**src/rtl/i2c_mem_pkg.sv**
```systemverilog
package i2c_mem_pkg;

  typedef enum logic [3:0] {
    ST_IDLE,
    ST_DEV,
    ST_DEV_ACK,
    ST_WADDR,
    ST_WADDR_ACK,
    ST_WDATA,
    ST_WDATA_ACK,
    ST_RDATA,
    ST_RACK,
    ST_WAIT_STOP
  } slv_state_e;

  localparam int unsigned BYTE_W = 8;

endpackage

```
**src/rtl/i2c_bus_cond.sv**
```systemverilog
module i2c_bus_cond #(
  parameter int unsigned SYNC_STAGES = 2
) (
  input  logic clk_i,
  input  logic rst_ni,
  input  logic scl_i,
  input  logic sda_i,
  output logic scl_o,
  output logic sda_o,
  output logic scl_rise_o,
  output logic scl_fall_o,
  output logic start_o,
  output logic stop_o
);

  logic [SYNC_STAGES-1:0] scl_sync, sda_sync;
  logic scl_q, sda_q;

  // idle bus is high, so reset the chain to 1
  always_ff @(posedge clk_i or negedge rst_ni) begin
    if (!rst_ni) begin
      scl_sync <= '1;
      sda_sync <= '1;
      scl_q    <= 1'b1;
      sda_q    <= 1'b1;
    end else begin
      scl_sync <= {scl_sync[SYNC_STAGES-2:0], scl_i};
      sda_sync <= {sda_sync[SYNC_STAGES-2:0], sda_i};
      scl_q    <= scl_sync[SYNC_STAGES-1];
      sda_q    <= sda_sync[SYNC_STAGES-1];
    end
  end

  assign scl_o      = scl_sync[SYNC_STAGES-1];
  assign sda_o      = sda_sync[SYNC_STAGES-1];
  assign scl_rise_o = scl_o & ~scl_q;
  assign scl_fall_o = ~scl_o & scl_q;
  assign start_o    = scl_o & scl_q & sda_q & ~sda_o;
  assign stop_o     = scl_o & scl_q & ~sda_q & sda_o;

endmodule

```
**src/rtl/i2c_mem_busy.sv**
```systemverilog
module i2c_mem_busy #(
  parameter int unsigned CYCLES = 1000
) (
  input  logic clk_i,
  input  logic rst_ni,
  input  logic start_i,
  output logic busy_o
);

  localparam int unsigned CNT_W = $clog2(CYCLES + 1);

  logic [CNT_W-1:0] cnt;

  always_ff @(posedge clk_i or negedge rst_ni) begin
    if (!rst_ni)          cnt <= '0;
    else if (start_i)     cnt <= CNT_W'(CYCLES);
    else if (cnt != '0)   cnt <= cnt - CNT_W'(1);
  end

  assign busy_o = (cnt != '0);

  assert_busy_load_R4: assert property (@(posedge clk_i) disable iff (!rst_ni)
    start_i |=> busy_o);

  assert_busy_count_R4: assert property (@(posedge clk_i) disable iff (!rst_ni)
    (busy_o && !start_i) |=> (cnt == $past(cnt) - CNT_W'(1)));

endmodule

```
**src/rtl/i2c_mem_array.sv**
```systemverilog
module i2c_mem_array #(
  parameter int unsigned ADDR_W = 4,
  parameter int unsigned DATA_W = 8
) (
  input  logic              clk_i,
  input  logic              we_i,
  input  logic [ADDR_W-1:0] waddr_i,
  input  logic [DATA_W-1:0] wdata_i,
  input  logic [ADDR_W-1:0] raddr_i,
  output logic [DATA_W-1:0] rdata_o
);

  localparam int unsigned DEPTH = 1 << ADDR_W;

  logic [DATA_W-1:0] mem [DEPTH];

  always_ff @(posedge clk_i) begin
    if (we_i) mem[waddr_i] <= wdata_i;
  end

  assign rdata_o = mem[raddr_i];

endmodule

```
**src/rtl/i2c_mem_slave.sv**
```systemverilog
module i2c_mem_slave
  import i2c_mem_pkg::*;
#(
  parameter logic [6:0]  DEV_ADDR    = 7'h50,
  parameter int unsigned ADDR_W      = 4,
  parameter int unsigned BUSY_CYCLES = 1_250_000,
  parameter int unsigned SYNC_STAGES = 2
) (
  input  logic clk_i,
  input  logic rst_ni,
  input  logic scl_i,
  input  logic sda_i,
  output logic sda_oe_o
);

  typedef logic [ADDR_W-1:0] addr_t;
  typedef logic [BYTE_W-1:0] byte_t;

  logic scl_s, sda_s, scl_rise, scl_fall, start_det, stop_det;
  logic busy, commit;

  slv_state_e state;
  logic [3:0] bit_cnt;
  byte_t      rx_sh, tx_sh, pend_data, rd_data;
  addr_t      addr_cnt, pend_addr;
  logic       rw_q, mack_q, pend_valid, sda_oe_q;

  i2c_bus_cond #(.SYNC_STAGES(SYNC_STAGES)) i_bus_cond (
    .clk_i     (clk_i),
    .rst_ni    (rst_ni),
    .scl_i     (scl_i),
    .sda_i     (sda_i),
    .scl_o     (scl_s),
    .sda_o     (sda_s),
    .scl_rise_o(scl_rise),
    .scl_fall_o(scl_fall),
    .start_o   (start_det),
    .stop_o    (stop_det)
  );

  assign commit = stop_det & pend_valid;

  i2c_mem_busy #(.CYCLES(BUSY_CYCLES)) i_busy (
    .clk_i  (clk_i),
    .rst_ni (rst_ni),
    .start_i(commit),
    .busy_o (busy)
  );

  i2c_mem_array #(.ADDR_W(ADDR_W), .DATA_W(BYTE_W)) i_array (
    .clk_i  (clk_i),
    .we_i   (commit),
    .waddr_i(pend_addr),
    .wdata_i(pend_data),
    .raddr_i(addr_cnt),
    .rdata_o(rd_data)
  );

  always_ff @(posedge clk_i or negedge rst_ni) begin
    if (!rst_ni) begin
      state      <= ST_IDLE;
      bit_cnt    <= '0;
      rx_sh      <= '0;
      tx_sh      <= '0;
      addr_cnt   <= '0;
      pend_addr  <= '0;
      pend_data  <= '0;
      pend_valid <= 1'b0;
      rw_q       <= 1'b0;
      mack_q     <= 1'b0;
      sda_oe_q   <= 1'b0;
    end else if (start_det) begin
      state      <= ST_DEV;
      bit_cnt    <= '0;
      sda_oe_q   <= 1'b0;
      pend_valid <= 1'b0;
    end else if (stop_det) begin
      state      <= ST_IDLE;
      bit_cnt    <= '0;
      sda_oe_q   <= 1'b0;
      pend_valid <= 1'b0;
    end else begin
      case (state)
        ST_DEV, ST_WADDR, ST_WDATA: begin
          if (scl_rise) begin
            rx_sh   <= {rx_sh[BYTE_W-2:0], sda_s};
            bit_cnt <= bit_cnt + 4'd1;
          end else if (scl_fall && bit_cnt == 4'd8) begin
            bit_cnt <= '0;
            case (state)
              ST_DEV: begin
                if (rx_sh[7:1] == DEV_ADDR && !busy) begin
                  rw_q     <= rx_sh[0];
                  sda_oe_q <= 1'b1;
                  state    <= ST_DEV_ACK;
                end else begin
                  state    <= ST_IDLE;
                end
              end
              ST_WADDR: begin
                addr_cnt <= rx_sh[ADDR_W-1:0];
                sda_oe_q <= 1'b1;
                state    <= ST_WADDR_ACK;
              end
              default: begin
                pend_valid <= 1'b1;
                pend_addr  <= addr_cnt;
                pend_data  <= rx_sh;
                addr_cnt   <= addr_cnt + addr_t'(1);
                sda_oe_q   <= 1'b1;
                state      <= ST_WDATA_ACK;
              end
            endcase
          end
        end
        ST_DEV_ACK: begin
          if (scl_fall) begin
            if (rw_q) begin
              tx_sh    <= rd_data;
              sda_oe_q <= ~rd_data[BYTE_W-1];
              state    <= ST_RDATA;
            end else begin
              sda_oe_q <= 1'b0;
              state    <= ST_WADDR;
            end
          end
        end
        ST_WADDR_ACK: begin
          if (scl_fall) begin
            sda_oe_q <= 1'b0;
            state    <= ST_WDATA;
          end
        end
        ST_WDATA_ACK: begin
          if (scl_fall) begin
            sda_oe_q <= 1'b0;
            state    <= ST_WAIT_STOP;
          end
        end
        ST_RDATA: begin
          if (scl_rise) begin
            bit_cnt <= bit_cnt + 4'd1;
          end else if (scl_fall) begin
            if (bit_cnt == 4'd8) begin
              bit_cnt  <= '0;
              sda_oe_q <= 1'b0;
              addr_cnt <= addr_cnt + addr_t'(1);
              state    <= ST_RACK;
            end else begin
              tx_sh    <= {tx_sh[BYTE_W-2:0], 1'b0};
              sda_oe_q <= ~tx_sh[BYTE_W-2];
            end
          end
        end
        ST_RACK: begin
          if (scl_rise) begin
            mack_q <= ~sda_s;
          end else if (scl_fall) begin
            if (mack_q) begin
              tx_sh    <= rd_data;
              sda_oe_q <= ~rd_data[BYTE_W-1];
              state    <= ST_RDATA;
            end else begin
              state    <= ST_WAIT_STOP;
            end
          end
        end
        default: ;
      endcase
    end
  end

  assign sda_oe_o = sda_oe_q;

  assert_sda_scl_low_R10: assert property (@(posedge clk_i) disable iff (!rst_ni)
    !$stable(sda_oe_q) |-> !scl_s);

  assert_drive_states_R5: assert property (@(posedge clk_i) disable iff (!rst_ni)
    sda_oe_q |-> (state inside {ST_DEV_ACK, ST_WADDR_ACK, ST_WDATA_ACK, ST_RDATA}));

  assert_no_ack_busy_R4: assert property (@(posedge clk_i) disable iff (!rst_ni)
    (state == ST_DEV_ACK) |-> !busy);

  assert_pending_state_R3: assert property (@(posedge clk_i) disable iff (!rst_ni)
    pend_valid |-> (state inside {ST_WDATA_ACK, ST_WAIT_STOP}));

  assert_read_inc_R7: assert property (@(posedge clk_i) disable iff (!rst_ni)
    (state == ST_RACK && $past(state) == ST_RDATA) |->
      (addr_cnt == addr_t'($past(addr_cnt) + addr_t'(1))));

endmodule

```
**config.mk**
```make
export PLATFORM = sky130hd
export DESIGN_NAME = i2c_mem_slave
export DESIGN_NICKNAME = d
export VERILOG_FILES = /design/src/rtl/i2c_mem_pkg.sv /design/src/rtl/i2c_bus_cond.sv /design/src/rtl/i2c_mem_busy.sv /design/src/rtl/i2c_mem_array.sv /design/src/rtl/i2c_mem_slave.sv
export SDC_FILE = /design/constraint.sdc
export NUM_CORES = 1
export LEC_CHECK = 0
export BUFFER_PORTS_ARGS = -buffer_cell sky130_fd_sc_hd__buf_2
export CORE_ASPECT_RATIO = 1.75
export CORE_MARGIN = 5
export CORE_UTILIZATION = 50
export CTS_BUF_LIST = sky130_fd_sc_hd__clkbuf_2 sky130_fd_sc_hd__clkbuf_4 sky130_fd_sc_hd__clkbuf_8
export DETAILED_ROUTE_END_ITERATION = 16
export GPL_ROUTABILITY_DRIVEN = 0
export PLACE_DENSITY = 0.63
export RECOVER_POWER = 25
export SLEW_MARGIN = 5
export SYNTH_ARGS = -nofsm -noshare
export SYNTH_HDL_FRONTEND = slang
export SYNTH_SLANG_ARGS = --single-unit
export TNS_END_PERCENT = 10
```
**constraint.sdc**
```tcl
create_clock -name clk_i -period 8.8 [get_ports clk_i]
set_input_delay 1.76 -clock clk_i [delete_from_list [all_inputs] [get_ports clk_i]]
set_output_delay 1.76 -clock clk_i [all_outputs]
set_load 0.05 [all_outputs]
```
## Word-level counts from Yosys, hierarchy flattened

Memories as Yosys holds them, arrays and structs flattened.
Index checks and enable logic that the tools add are counted.

- Bits in registers: 70
- Bits in latches: 0
- Memory bits (writable): 128
- Memory bits (read-only): 0
- Input port bits: 4
- Output and inout port bits: 1
- Word-level logic and storage cells: 170
- Memories kept: 1

- Add/sub/neg operators: 3
- $mul: 0
- Div/mod/pow operators: 0
- $lt $le $gt $ge: 0
- Eq/ne operators: 40
- Shift-type cells: 0
- Mux-type cells: 67
- Bitwise operators: 18
- Reductions and logical operators: 25

Memories:

| memory | words | bits a word | rd ports | clocked after memory_dff | write ports | RTL line | source |
|---|---|---|---|---|---|---|---|
| i_array.mem | 16 | 8 | 1 | 0 | 1 | i2c_mem_array.sv:15 | `logic [DATA_W-1:0] mem [DEPTH];` |

Operators with widths:

| cell | count |
|---|---|
| $mux W4 | 25 |
| $mux W7 | 8 |
| $mux W21 | 2 |
| $reduce_and A11 Y1 | 3 |
| $ne A4 B3 Y1 const B | 8 |
| $pmux W4 S2 | 4 |
| $ne A2 B2 Y1 const B | 12 |
| $pmux W4 S6 | 1 |
| $mux W1 | 23 |
| $pmux W7 S3 | 1 |
| $reduce_bool A21 Y1 | 1 |
| $sub A21 B1 Y21 const B | 1 |
| $eq A4 B3 Y1 const B | 4 |
| $reduce_and A4 Y1 | 4 |
| $ne A5 B3 Y1 const B | 3 |
| $ne A4 B4 Y1 const B | 3 |
| $not A1 Y1 | 10 |
| $reduce_and A9 Y1 | 1 |
| $reduce_bool A3 Y1 | 3 |
| $add A4 B1 Y4 const B | 2 |
| $and A1 B1 Y1 | 8 |
| $eq A4 B2 Y1 const B | 2 |
| $eq A4 B4 Y1 const B | 2 |
| $reduce_bool A8 Y1 | 1 |
| other kinds (18) | 21 |

## Depth between registers and ports, before layout

Gate-level depths: netlist of the first run.

- Depth in word-level cells: 10
- Mapped depth: 9
- Gate-level depth less buffers: 8

## By module

A second synthesis of the first run with hierarchy kept.

- Cell total of the unflattened synthesis: 549
- Area total of the unflattened synthesis: 8607.0 µm²

Modules (own cells, without submodules):

| module | times used | cells an instance | area an instance (µm²) | seq. area each (µm²) |
|---|---|---|---|---|
| i2c_mem_array | 1 | 221 | 4987.3 | 3843.7 |
| i2c_mem_slave | 1 | 203 | 2293.4 | 1076.0 |
| i2c_mem_busy | 1 | 115 | 1136.1 | 525.5 |
| i2c_bus_cond | 1 | 10 | 190.2 | 157.7 |

## Least setup slack after synthesis of the first run

OpenSTA, ideal clock, no wires.

- Kind: register to register
- Start point: reg i_busy.cnt[13]
- End point: reg sda_oe_q, in the netlist sda_oe_o
- Setup time: 0.125 ns
- Arrival: 2.660 ns
- Data required time: 8.675 ns
- Slack: 6.015 ns
- Cell stages (with the launch flop): 8
- Path buffers: 1
- Clock period less this slack: 2.785 ns
- Path through: dfrtp_1 or4_4 or4b_1 buf_2 or4b_4 a221o_1 o21ai_1 o21ai_1

- Word-level cells in the longest chain between the ends: 5

RTL lines:

| item | RTL line | source |
|---|---|---|
| start: declaration | i2c_mem_busy.sv:12 | `logic [CNT_W-1:0] cnt;` |
| start signal: assignment | i2c_mem_busy.sv:16 | `else if (start_i) cnt <= CNT_W'(CYCLES);` |
| start signal: assignment | i2c_mem_busy.sv:17 | `else if (cnt != '0) cnt <= cnt - CNT_W'(1);` |
| $reduce_bool A21 Y1 | i2c_mem_busy.sv:20 | `assign busy_o = (cnt != '0);` |
| $logic_not A1 Y1 | i2c_mem_slave.sv:92 | `if (rx_sh[7:1] == DEV_ADDR && !busy) begin` |
| $logic_and A1 B1 Y1 | i2c_mem_slave.sv:92 |  |
| $ne A5 B4 Y1 (no source line) | -- |  |
| $reduce_and A11 Y1 (no source line) | -- |  |
| end signal: assignment | i2c_mem_slave.sv:120 | `sda_oe_q <= ~rd_data[BYTE_W-1];` |
| end signal: assignment | i2c_mem_slave.sv:151 | `sda_oe_q <= ~tx_sh[BYTE_W-2];` |
| end signal: assignment | i2c_mem_slave.sv:161 | `sda_oe_q <= ~rd_data[BYTE_W-1];` |
| end: declaration | i2c_mem_slave.sv:26 | `logic rw_q, mack_q, pend_valid, sda_oe_q;` |

Every way passes these cells.
A chain may end at the register's enable or synchronous reset.

## Worst setup path in the final report of the first run

- Start point: reg i_bus_cond.scl_sync[1]
- End point: mem i_array.mem[4][7], enable pin

- Word-level cells in the longest chain between the ends: 6

RTL lines:

| item | RTL line | source |
|---|---|---|
| start: declaration | i2c_bus_cond.sv:16 | `logic [SYNC_STAGES-1:0] scl_sync, sda_sync;` |
| start signal: assignment | i2c_bus_cond.sv:27 | `scl_sync <= {scl_sync[SYNC_STAGES-2:0], scl_i};` |
| $and A1 B1 Y1 (3 in a row) | i2c_bus_cond.sv:39 | `assign stop_o = scl_o & scl_q & ~sda_q & sda_o;` |
| $and A1 B1 Y1 | i2c_mem_slave.sv:41 | `assign commit = stop_det & pend_valid;` |
| $mux W1 | i2c_mem_array.sv:18 | `if (we_i) mem[waddr_i] <= wdata_i;` |
| $mux W1 (implied by the code) | i2c_mem_array.sv:18 |  |
| end: declaration | i2c_mem_array.sv:15 |  |

Every way passes these cells.

==> impl_metrics.toml, run 1 <==
[cts]
cts_tree = "yes"
cts_resized = 0
clk-insertion-delay-late_ps = 470
root_buffer = "clkbuf_8"
cts_max_path_buffers = 2
postCtsSetupBuffers = 0
ctsHoldBuffers = 0
htreeDepth = 4
cts_sinks = 198
cts_buffers = 17
path_clk_slew_ps = 100

[detailed_routing]
postRouteAntennaNets = 0
wire_per_inst_um = 21.6
dr.pass1.iters = 4
wl_um = 17500
drc = 0
via_per_inst = 5.81
drt_iter0_drc = 275
wl_met1_um = 6470
wl_met3_um = 460
top_layer = "met4"
wl_met2_um = 9520
num_vias = 4698

[placed_design]
portBuffers = 4
dp.cells = 777
post-dp-hpwl_um = 12200

[logic_synthesis]
dominantRegCellSynth = "edfxtp_1"
ys_top_cells_by_area = "edfxtp_1 (46%), dfrtp_1 (19%), mux4_2 (8.6%)"
synth_edf_count = 128
yosysSeqAreaShare_pct = 66.7
ys_warn_count = 0
ys_ff_latch = 198
yosysTopAreaCellShare_pct = 45.8
synth_fp_nets = 579
avgSynthCellArea_um2 = 14.7
ys_async_sr_fraction_pct = 35.4
synth_most_common_cell = "edfxtp_1"
synth_area_um2 = 8400
yosysTopAreaCell = "edfxtp_1"
syn_inst = 570
yosysUniqueCellTypes = 53
yosys-top-cells-count = "edfxtp_1 (128), dfrtp_1 (64), nor2_1 (56)"

[critical_path]
worstReg2RegStart = "i_bus_cond.scl_sync[1]$_DFF_PN1_"
crit_chain = "nand3_1, nor3_2, nand3b_1, nor3_1"
cp_max_fo = 18
path_buf_inv = 0
worstSetupEndpoint = "i_array.mem[4][7]$_DFFE_PP_"
ff2ff_setup_slack_ps = 5360
cp_top_family = "simple AND/OR/NAND/NOR gates"
cp.depth = 4
arrival_ps = 3520
ff2ff_path_depth = 4
critPathMaxStageDelay_ps = 980
critPathRequiredTime_ps = 8890
cp-start-kind = "flop"
cp_slowest_cell = "nor3_2"
r2r-end = "i_array.mem[4][7]$_DFFE_PP_"
crit_start = "i_bus_cond.scl_sync[1]$_DFF_PN1_"
crit_type = "flop to flop"
crit_path_end_kind = "flop"

[global_routing]
antenna_found_initial = 0
grt_max_degree = 69
grt_overflow = 0
grt_pass1_wl_um = 28100
grt_pass1_vias = 5022
grt_usage_pct = 19.2

[floorplan]
start_util_pct = 51.1
die_w_um = 108
core_um2 = 16400
ios = 5
die_h_um = 181
std_cell_rows = 62
dieArea_um2 = 19600

[timing]
finalSetupViolCount = 0
max_slew.worst_pin.slew_ps = 1270
min_period_ps = 3440
rsz0062_at_grt = "false"
hold_violations = 0
fmax_mhz = 291
skew_ps = 22.8
fin_crit_sh_pct = 39.0
setup-tns-final_ps = 0
slew_viol_final = 0
slew_headroom_pct = 14.7

[final_layout]
nNetsFinal = 581
antenna_cells = 0
area_growth_pct = 8.05
drive_gt1_share_pct = 18.3
final_core_util_pct = 55.2
post_layout_nonfiller_instances = 809

[pwr]
vdd.ir_drop.worst_mv = 0.105
power_per_cell_area_nw_per_um2 = 239
p_leak_nw = 3.43

[worst_hold_path]
hp-class = "flop to flop"
hp-start = "i_bus_cond.sda_sync[0]$_DFF_PN1_"

[outcome]
outcome = "complete, no violations"

[flow_run]
drv_cap = 0
-- layer usage --
layer	track usage, %	up-vias
li1	-	2165
met2	33.6	92
met4	11.2	0
met3	3.66	38
met5	0	-
met1	21.4	2403
-- through the flow --
stage / total power [mW] / setup slack (ps) / area [um^2] / hold WS [ps]
CTS: 2.18 / 5380 / 9070 / 406
global route: 2.28 / 5060 / 9070 / 426
finish: 2.17 / 5360 / 9070 / 420
detailed placement: 1.58 / 5350 / 8640 / 381
floorplan: 1.48 / 6010 / 8400 / 345
global placement: 1.57 / 5630 / 8640 / 380
-- final cells by class --
cell class | instances | area (um^2)
Tap cell | 224 | 280
Inverter | 10 | 37.5
Timing Repair Buffer | 9 | 57.6
Clock inverter | 15 | 198
Sequential cell | 198 | 5600
Fill cell | 1339 | 7370
Clock buffer | 17 | 234
Multi-Input combinational cell | 336 | 2660
-- state kept, by name, indices dropped and copies added (netlist names), 2 cells and up --
signal	count
i_array.mem	128
i_busy.cnt	21
pend_data	8
rx_sh	8
tx_sh	7
addr_cnt	4
bit_cnt	4
pend_addr	4
state	4
i_bus_cond.scl_sync	2
i_bus_cond.sda_sync	2
-- placed cells by master, fill, tap and decap left out, drive strengths merged, types with 2 or more instances in the layout --
| cell | count |
|---|---|
| a31oi | 2 |
| edfxtp | 128 |
| clkbuf | 17 |
| nor2b | 12 |
| o31ai | 2 |
| nand2 | 24 |
| nor3b | 3 |
| a21boi | 2 |
| nor2 | 56 |
| dfstp | 6 |
| nor3 | 14 |
| nand2b | 8 |
| mux4 | 32 |
| o21ai | 26 |
| and3 | 3 |
| nand3 | 12 |
| dfrtp | 64 |
| or4b | 2 |
| a211oi | 13 |
| o211ai | 2 |
| buf | 9 |
| clkinv | 8 |
| a21oi | 26 |
| or3 | 4 |
| ha | 5 |
| inv | 15 |
| mux2i | 12 |
| nor4 | 4 |
| or2 | 3 |
| or4 | 5 |
| xnor2 | 11 |
| mux2 | 23 |
| nand3b | 5 |
| xor2 | 9 |
-- how the worst min path moves through the flow --
stage	end	slack (ps)	depth (start not counted)
floorplan	i_bus_cond.scl_sync[1]$_DFF_PN1_	350	0
global placement	i_bus_cond.sda_sync[1]$_DFF_PN1_	380	0
detailed placement	i_bus_cond.sda_sync[1]$_DFF_PN1_	380	0
CTS	i_bus_cond.sda_sync[1]$_DFF_PN1_	410	0
global route	i_bus_cond.sda_sync[1]$_DFF_PN1_	430	0
finish	i_bus_cond.sda_sync[1]$_DFF_PN1_	420	0
-- cells by family after synthesis --
group	after synthesis	share of synthesized area [%]
buf+inv	36	1.64
flops	198	66.7
simple gates	161	9.72
mux	67	13.1
fa+ha+maj	5	0.745
xor+xnor	20	2.09
compound gates	83	5.99
-- report_power, final --
part           switching (mW)  internal, mW  total, mW
clock                   0.360         0.245      0.605
sequential              0.113          1.08       1.19
combinational           0.200         0.171      0.371
Note: power is estimated with default switching activity, not from simulation.
==> run 2, diff against run 1 <==
ABC_AREA = 1   (was default)
PLACE_DENSITY = 0.66   (was 0.63)
clock period = 3.1 ns   (was 8.8 ns; I/O delays follow)
==> impl_metrics.toml, run 2 <==
[outcome]
outcome = "complete, but fails checks"
violations = "capacitance limit, slew limit"

[logic_synthesis]
yosysSeqAreaShare_pct = 63.6
syn_inst = 879
synth_area_um2 = 8810
synth_most_common_cell = "nor2_1"
synth_fp_nets = 888
dominantRegCellSynth = "edfxtp_1"
ys_warn_count = 0
yosysUniqueCellTypes = 36
yosys-top-cells-count = "nor2_1 (162), nand2_1 (140), edfxtp_1 (128)"
yosysTopAreaCell = "edfxtp_1"
ys_async_sr_fraction_pct = 35.4
ys_top_cells_by_area = "edfxtp_1 (44%), dfrtp_1 (18%), nor2_1 (6.9%)"
synth_edf_count = 128
ys_ff_latch = 198
yosysTopAreaCellShare_pct = 43.6
avgSynthCellArea_um2 = 10.0

[critical_path]
critPathRequiredTime_ps = 3470
r2r-end = "i_busy.cnt[12]$_DFFE_PN0P_"
cp-start-kind = "flop"
crit_type = "flop to flop"
arrival_ps = 2690
ff2ff_path_depth = 9
ff2ff_setup_slack_ps = 780
crit_path_end_kind = "flop"
cp_max_fo = 11
worstReg2RegStart = "i_busy.cnt[0]$_DFFE_PN0P_"

[final_layout]
layout_common_cells = "nor2_1 (162), nand2_1 (140), edfxtp_1 (128)"
drive_gt1_share_pct = 9.93
biggestRegsByFlops = "i_array.mem x128, i_busy.cnt x21"
antenna_cells = 0
fill_cells = 1591
largest_reg_flops = 128
post_layout_nonfiller_instances = 1127
nNetsFinal = 892
mostFrequentLayoutCell = "nor2_1"
largest_register = "i_array.mem"
area_growth_pct = 7.87

[pwr]
vdd.ir_drop.worst_mv = 0.432
swShare_pct = 32.6
switchingPower_mw = 2.09
p_comb_share_pct = 21.5
p_leak_nw = 3.71
p_int_mw = 4.33
power_frac_clock_pct = 27.2
p_seq_share_pct = 51.3
power_per_cell_area_nw_per_um2 = 675

[cts]
htreeDepth = 4
cts_resized = 0
cts_tree = "yes"
cts_max_path_buffers = 2
clk-insertion-delay-late_ps = 470
postCtsSetupBuffers = 0
cts_sinks = 198
ctsHoldBuffers = 0
root_buffer = "clkbuf_8"
path_clk_slew_ps = 100
cts_buffers = 17

[timing]
rsz0062_at_grt = "false"
slew_viol_final = 71
max_slew.worst_pin.slew_ps = 1730
fin_crit_sh_pct = 74.8
slew_headroom_pct = -15.5
fmax_mhz = 431
finalSetupViolCount = 0
min_period_ps = 2320
hold_violations = 0
skew_ps = 14.1
setup-tns-final_ps = 0

[worst_hold_path]
hp-class = "primary input to flop"
whs_path_depth = 1
hp-start = "sda_i"
hold_end = "i_bus_cond.sda_sync[0]$_DFF_PN1_"

[floorplan]
die_w_um = 110
std_cell_rows = 64
ios = 5
dieArea_um2 = 20500
die_h_um = 186
start_util_pct = 50.7
core_um2 = 17400

[placed_design]
portBuffers = 4
post-dp-hpwl_um = 15000
dp.cells = 1095

[detailed_routing]
dr.pass1.iters = 5
postRouteAntennaNets = 0
drc = 0
num_vias = 6251
drt_iter0_drc = 371
via_per_inst = 5.55
wire_per_inst_um = 19.2
wl_um = 21700

[global_routing]
grt_pass1_vias = 6461
grt_max_degree = 71
grt_pass1_wl_um = 34800
grt_overflow = 0
antenna_found_initial = 0
grt_usage_pct = 23.2

[flow_run]
drv_cap = 1
## run 2: changes by cell type in the layout (fill, tap and decap cells not counted), sizes merged, moves of 18 or more
cell / previous run / this run
mux2: 23 / 1
inv: 15 / 72
o211ai: 2 / 30
nor2: 56 / 172
a21oi: 26 / 8
mux4: 32 / 0
nand3: 12 / 68
o21ai: 26 / 98
nand2: 24 / 146
## run 2: power by group through the flow
stage / combinational (mW) / sequential (mW) / clock (mW)
2_1_floorplan: 1.06 / 3.30 / 0
3_3_place_gp: 1.37 / 3.33 / 0
3_5_place_dp: 1.38 / 3.35 / 0
4_1_cts: 1.39 / 3.29 / 1.78
5_1_grt: 1.61 / 3.33 / 1.89
6_report: 1.38 / 3.29 / 1.75
## run 2: area by class of cell
type | instances | area (um^2) | area share, %
multi-input cells | 582 | 2820 | 29.6
inverters | 68 | 255 | 2.69
repair buffers | 16 | 123 | 1.29
flip-flops and latches | 198 | 5600 | 59.0
well taps | 231 | 289 | 3.04
clock buffers | 18 | 241 | 2.54
clock inverters | 14 | 173 | 1.82
## run 2: worst max-delay path, cell delays in order, from the launching register on
cell and delay, ps:
dfrtp_1 390, inv_1 200, ha_1 210, nand2_1 60, nor2_1 100, nand3_1 150, nor2_1 610, inv_1 300
o21ai_0 150, inv_1 60
## run 2: per-stage QoR
stage	instance area, um^2	hold slack [ps]	worst slack, ps	power [mW]	utilization (%)
finish	9500	237	781	6.42	54.7
global route	9500	211	512	6.83	54.7
CTS	9500	210	755	6.46	54.7
detailed placement	9090	348	762	4.72	52.3
global placement	9090	355	874	4.70	52.3
floorplan	8810	324	1200	4.36	-
## run 2: worst max path at each step
stage,cells past startpoint,to,start
after CTS,9,i_busy.cnt[16]$_DFFE_PN0P_,i_busy.cnt[0]$_DFFE_PN0P_
after floorplan,6,i_array.mem[0][0]$_DFFE_PP_,i_bus_cond.scl_q$_DFF_PN1_
after global routing,8,i_busy.cnt[16]$_DFFE_PN0P_,i_busy.cnt[9]$_DFFE_PN0P_
final,9,i_busy.cnt[12]$_DFFE_PN0P_,i_busy.cnt[0]$_DFFE_PN0P_
after detailed placement,9,i_busy.cnt[16]$_DFFE_PN0P_,i_busy.cnt[0]$_DFFE_PN0P_
after global placement,6,i_array.mem[8][2]$_DFFE_PP_,i_bus_cond.scl_q$_DFF_PN1_
## run 2: kinds of logic (layout without fill, tap and decap cells)
family                     count (synthesis)  count (layout)  synth area share, %
xor gates and xnor gates                  16              16                 1.59
and+or+nand+nor                          418             418                 20.4
AOI/OAI and AO/OA                        142             142                 9.18
buffers and inverters                     99             116                 4.42
muxes                                      1               1                0.128
DFF                                      198             198                 63.6
adders and majority gates                  5               5                0.710
## run 2: per-layer routing
metal | vias up | share of wire [%] | GRT usage, %
met1 | 3032 | 36 | 25.1
met4 | 0 | 5.6 | 12.2
met2 | 165 | 55 | 42.3
li1 | 2997 | - | -
met3 | 57 | 3.5 | 3.78
met5 | - | 0 | 0
==> run 3, diff against run 2 <==
clock period = 2.08 ns   (was 3.1 ns; I/O delays follow)
==> impl_metrics.toml, run 3 (synthesized netlist as in run 2, its figures left out) <==
[critical_path]
crit_type = "flop to flop"
crit_path_end_kind = "flop"
ff2ff_path_depth = 7
cp_max_fo = 8
arrival_ps = 2120
critPathRequiredTime_ps = 2250
cp-start-kind = "flop"
ff2ff_setup_slack_ps = 130

[floorplan]
dieArea_um2 = 20500
ios = 5
die_h_um = 186
core_um2 = 17400
start_util_pct = 50.7
std_cell_rows = 64
die_w_um = 110

[detailed_routing]
wire_per_inst_um = 18.2
via_per_inst = 5.34
drc = 0
num_vias = 6178
drt_iter0_drc = 334
postRouteAntennaNets = 0
wl_um = 21100
dr.pass1.iters = 5

[pwr]
switchingPower_mw = 3.00
p_leak_nw = 3.87
power_frac_clock_pct = 25.9
power.total_mw = 9.42
p_comb_share_pct = 22.1
power_per_cell_area_nw_per_um2 = 965
swShare_pct = 31.8
p_int_mw = 6.42
vdd.ir_drop.worst_mv = 0.633
p_seq_share_pct = 52.1

[placed_design]
portBuffers = 4
post-dp-hpwl_um = 15300

[timing]
hold_violations = 0
skew_ps = 14.9
whs_ps = 361
max_slew.worst_pin.slew_ps = 897
fin_crit_sh_pct = 93.6
min_period_ps = 1950
slew_viol_final = 0
slew_headroom_pct = 40.2
fmax_mhz = 513
rsz0062_at_grt = "true"
finalSetupViolCount = 0

[cts]
cts_tree = "yes"
htreeDepth = 4
root_buffer = "clkbuf_8"
clk-insertion-delay-late_ps = 460
path_clk_slew_ps = 100
cts_sinks = 198
postCtsSetupBuffers = 0
cts_buffers = 17
cts_max_path_buffers = 2

[global_routing]
grt_pass1_wl_um = 33400
grt_usage_pct = 22.3
antenna_found_initial = 0
grt_overflow = 0
grt_max_degree = 51
grt_pass1_vias = 6410

[final_layout]
largest_register = "i_array.mem"
antenna_cells = 0
largest_reg_flops = 128
fill_cells = 1577
mostFrequentLayoutCell = "nor2_1"
area_growth_pct = 10.8
drive_gt1_share_pct = 13.1
biggestRegsByFlops = "i_array.mem x128, i_busy.cnt x21"
layout_common_cells = "nor2_1 (160), nand2_1 (140), edfxtp_1 (128)"
nNetsFinal = 923

[outcome]
outcome = "complete, no violations"

[worst_hold_path]
whs_path_depth = 0
hp-class = "flop to flop"

[flow_run]
drv_cap = 0
-- run 3: cell count changes in the layout (fill, tap and decap cells not counted), sizes merged --
| cell | delta |
|---|---|
| buf | +25 |
| bufinv | -1 |
| clkbuf | +5 |
| clkinv | -1 |
| clkinvlp | -1 |
| dlygate4sd3 | +3 |
| inv | +1 |
-- run 3: cell type report --
cell class                      count  area [um^2]  area share [%]
Clock buffer                       20          269            2.76
Clock inverter                     12          126            1.29
Timing Repair Buffer               47          380            3.90
Sequential cell                   198         5600            57.4
Inverter                           68          255            2.62
Tap cell                          231          289            2.96
Multi-Input combinational cell    582         2840            29.1
-- run 3: power by group through the flow --
stage | sequential, mW | clock (mW) | combinational [mW]
floorplan | 4.92 | 0 | 1.58
global placement | 4.98 | 0 | 2.07
detailed placement | 4.98 | 0 | 2.09
CTS | 4.90 | 2.51 | 2.10
global route | 4.97 | 2.67 | 2.39
finish | 4.90 | 2.44 | 2.08
-- run 3: critical path, cell delays in order (launching register included) --
cell and delay [ps]:
dfstp_2 580, nand2_1 90, nor2_2 140, inv_1 90, nor2_4 170, nand3_1 230
nor2_1 180, buf_4 190
-- run 3: final timing paths --
check / from / end
min: i_bus_cond.sda_sync[0]$_DFF_PN1_ / i_bus_cond.sda_sync[1]$_DFF_PN1_
max in group asynchronous: rst_ni / i_busy.cnt[18]$_DFFE_PN0P_
max: i_bus_cond.scl_q$_DFF_PN1_ / i_array.mem[12][0]$_DFFE_PP_
min in group asynchronous: rst_ni / bit_cnt[3]$_DFFE_PN0P_
max reg2reg: i_bus_cond.scl_q$_DFF_PN1_ / i_array.mem[12][0]$_DFFE_PP_
min reg2reg: i_bus_cond.sda_sync[0]$_DFF_PN1_ / i_bus_cond.sda_sync[1]$_DFF_PN1_
-- run 3: metrics by stage --
step | setup WS (ps) | cell area (um^2) | TNS (ps) | cells | util, %
after floorplan | 179 | 8810 | 0 | 879 | -
after global placement | 124 | 9340 | 0 | 1123 | 53.7
after detailed placement | 98.2 | 9340 | 0 | 1123 | 53.7
after CTS | 67.1 | 9740 | 0 | 1156 | 56.1
after global routing | -14.2 | 9760 | -14.2 | 1158 | 56.2
final | 132 | 9760 | 0 | 1158 | 56.2
-- run 3: layer usage --
metal	up-vias	routed length, um	GRT usage [%]
li1	3053	-	-
met1	2931	7170	22.6
met2	144	11800	41.5
met3	50	753	3.16
met4	0	1320	14.5
met5	-	0	0
-- run 3: what timing repair did --
item                       4_1_cts  5_1_grt
setup endpoints to repair        0       95
gates resized for setup          0        5
hold endpoints to repair        25        2
hold buffers                     1        2
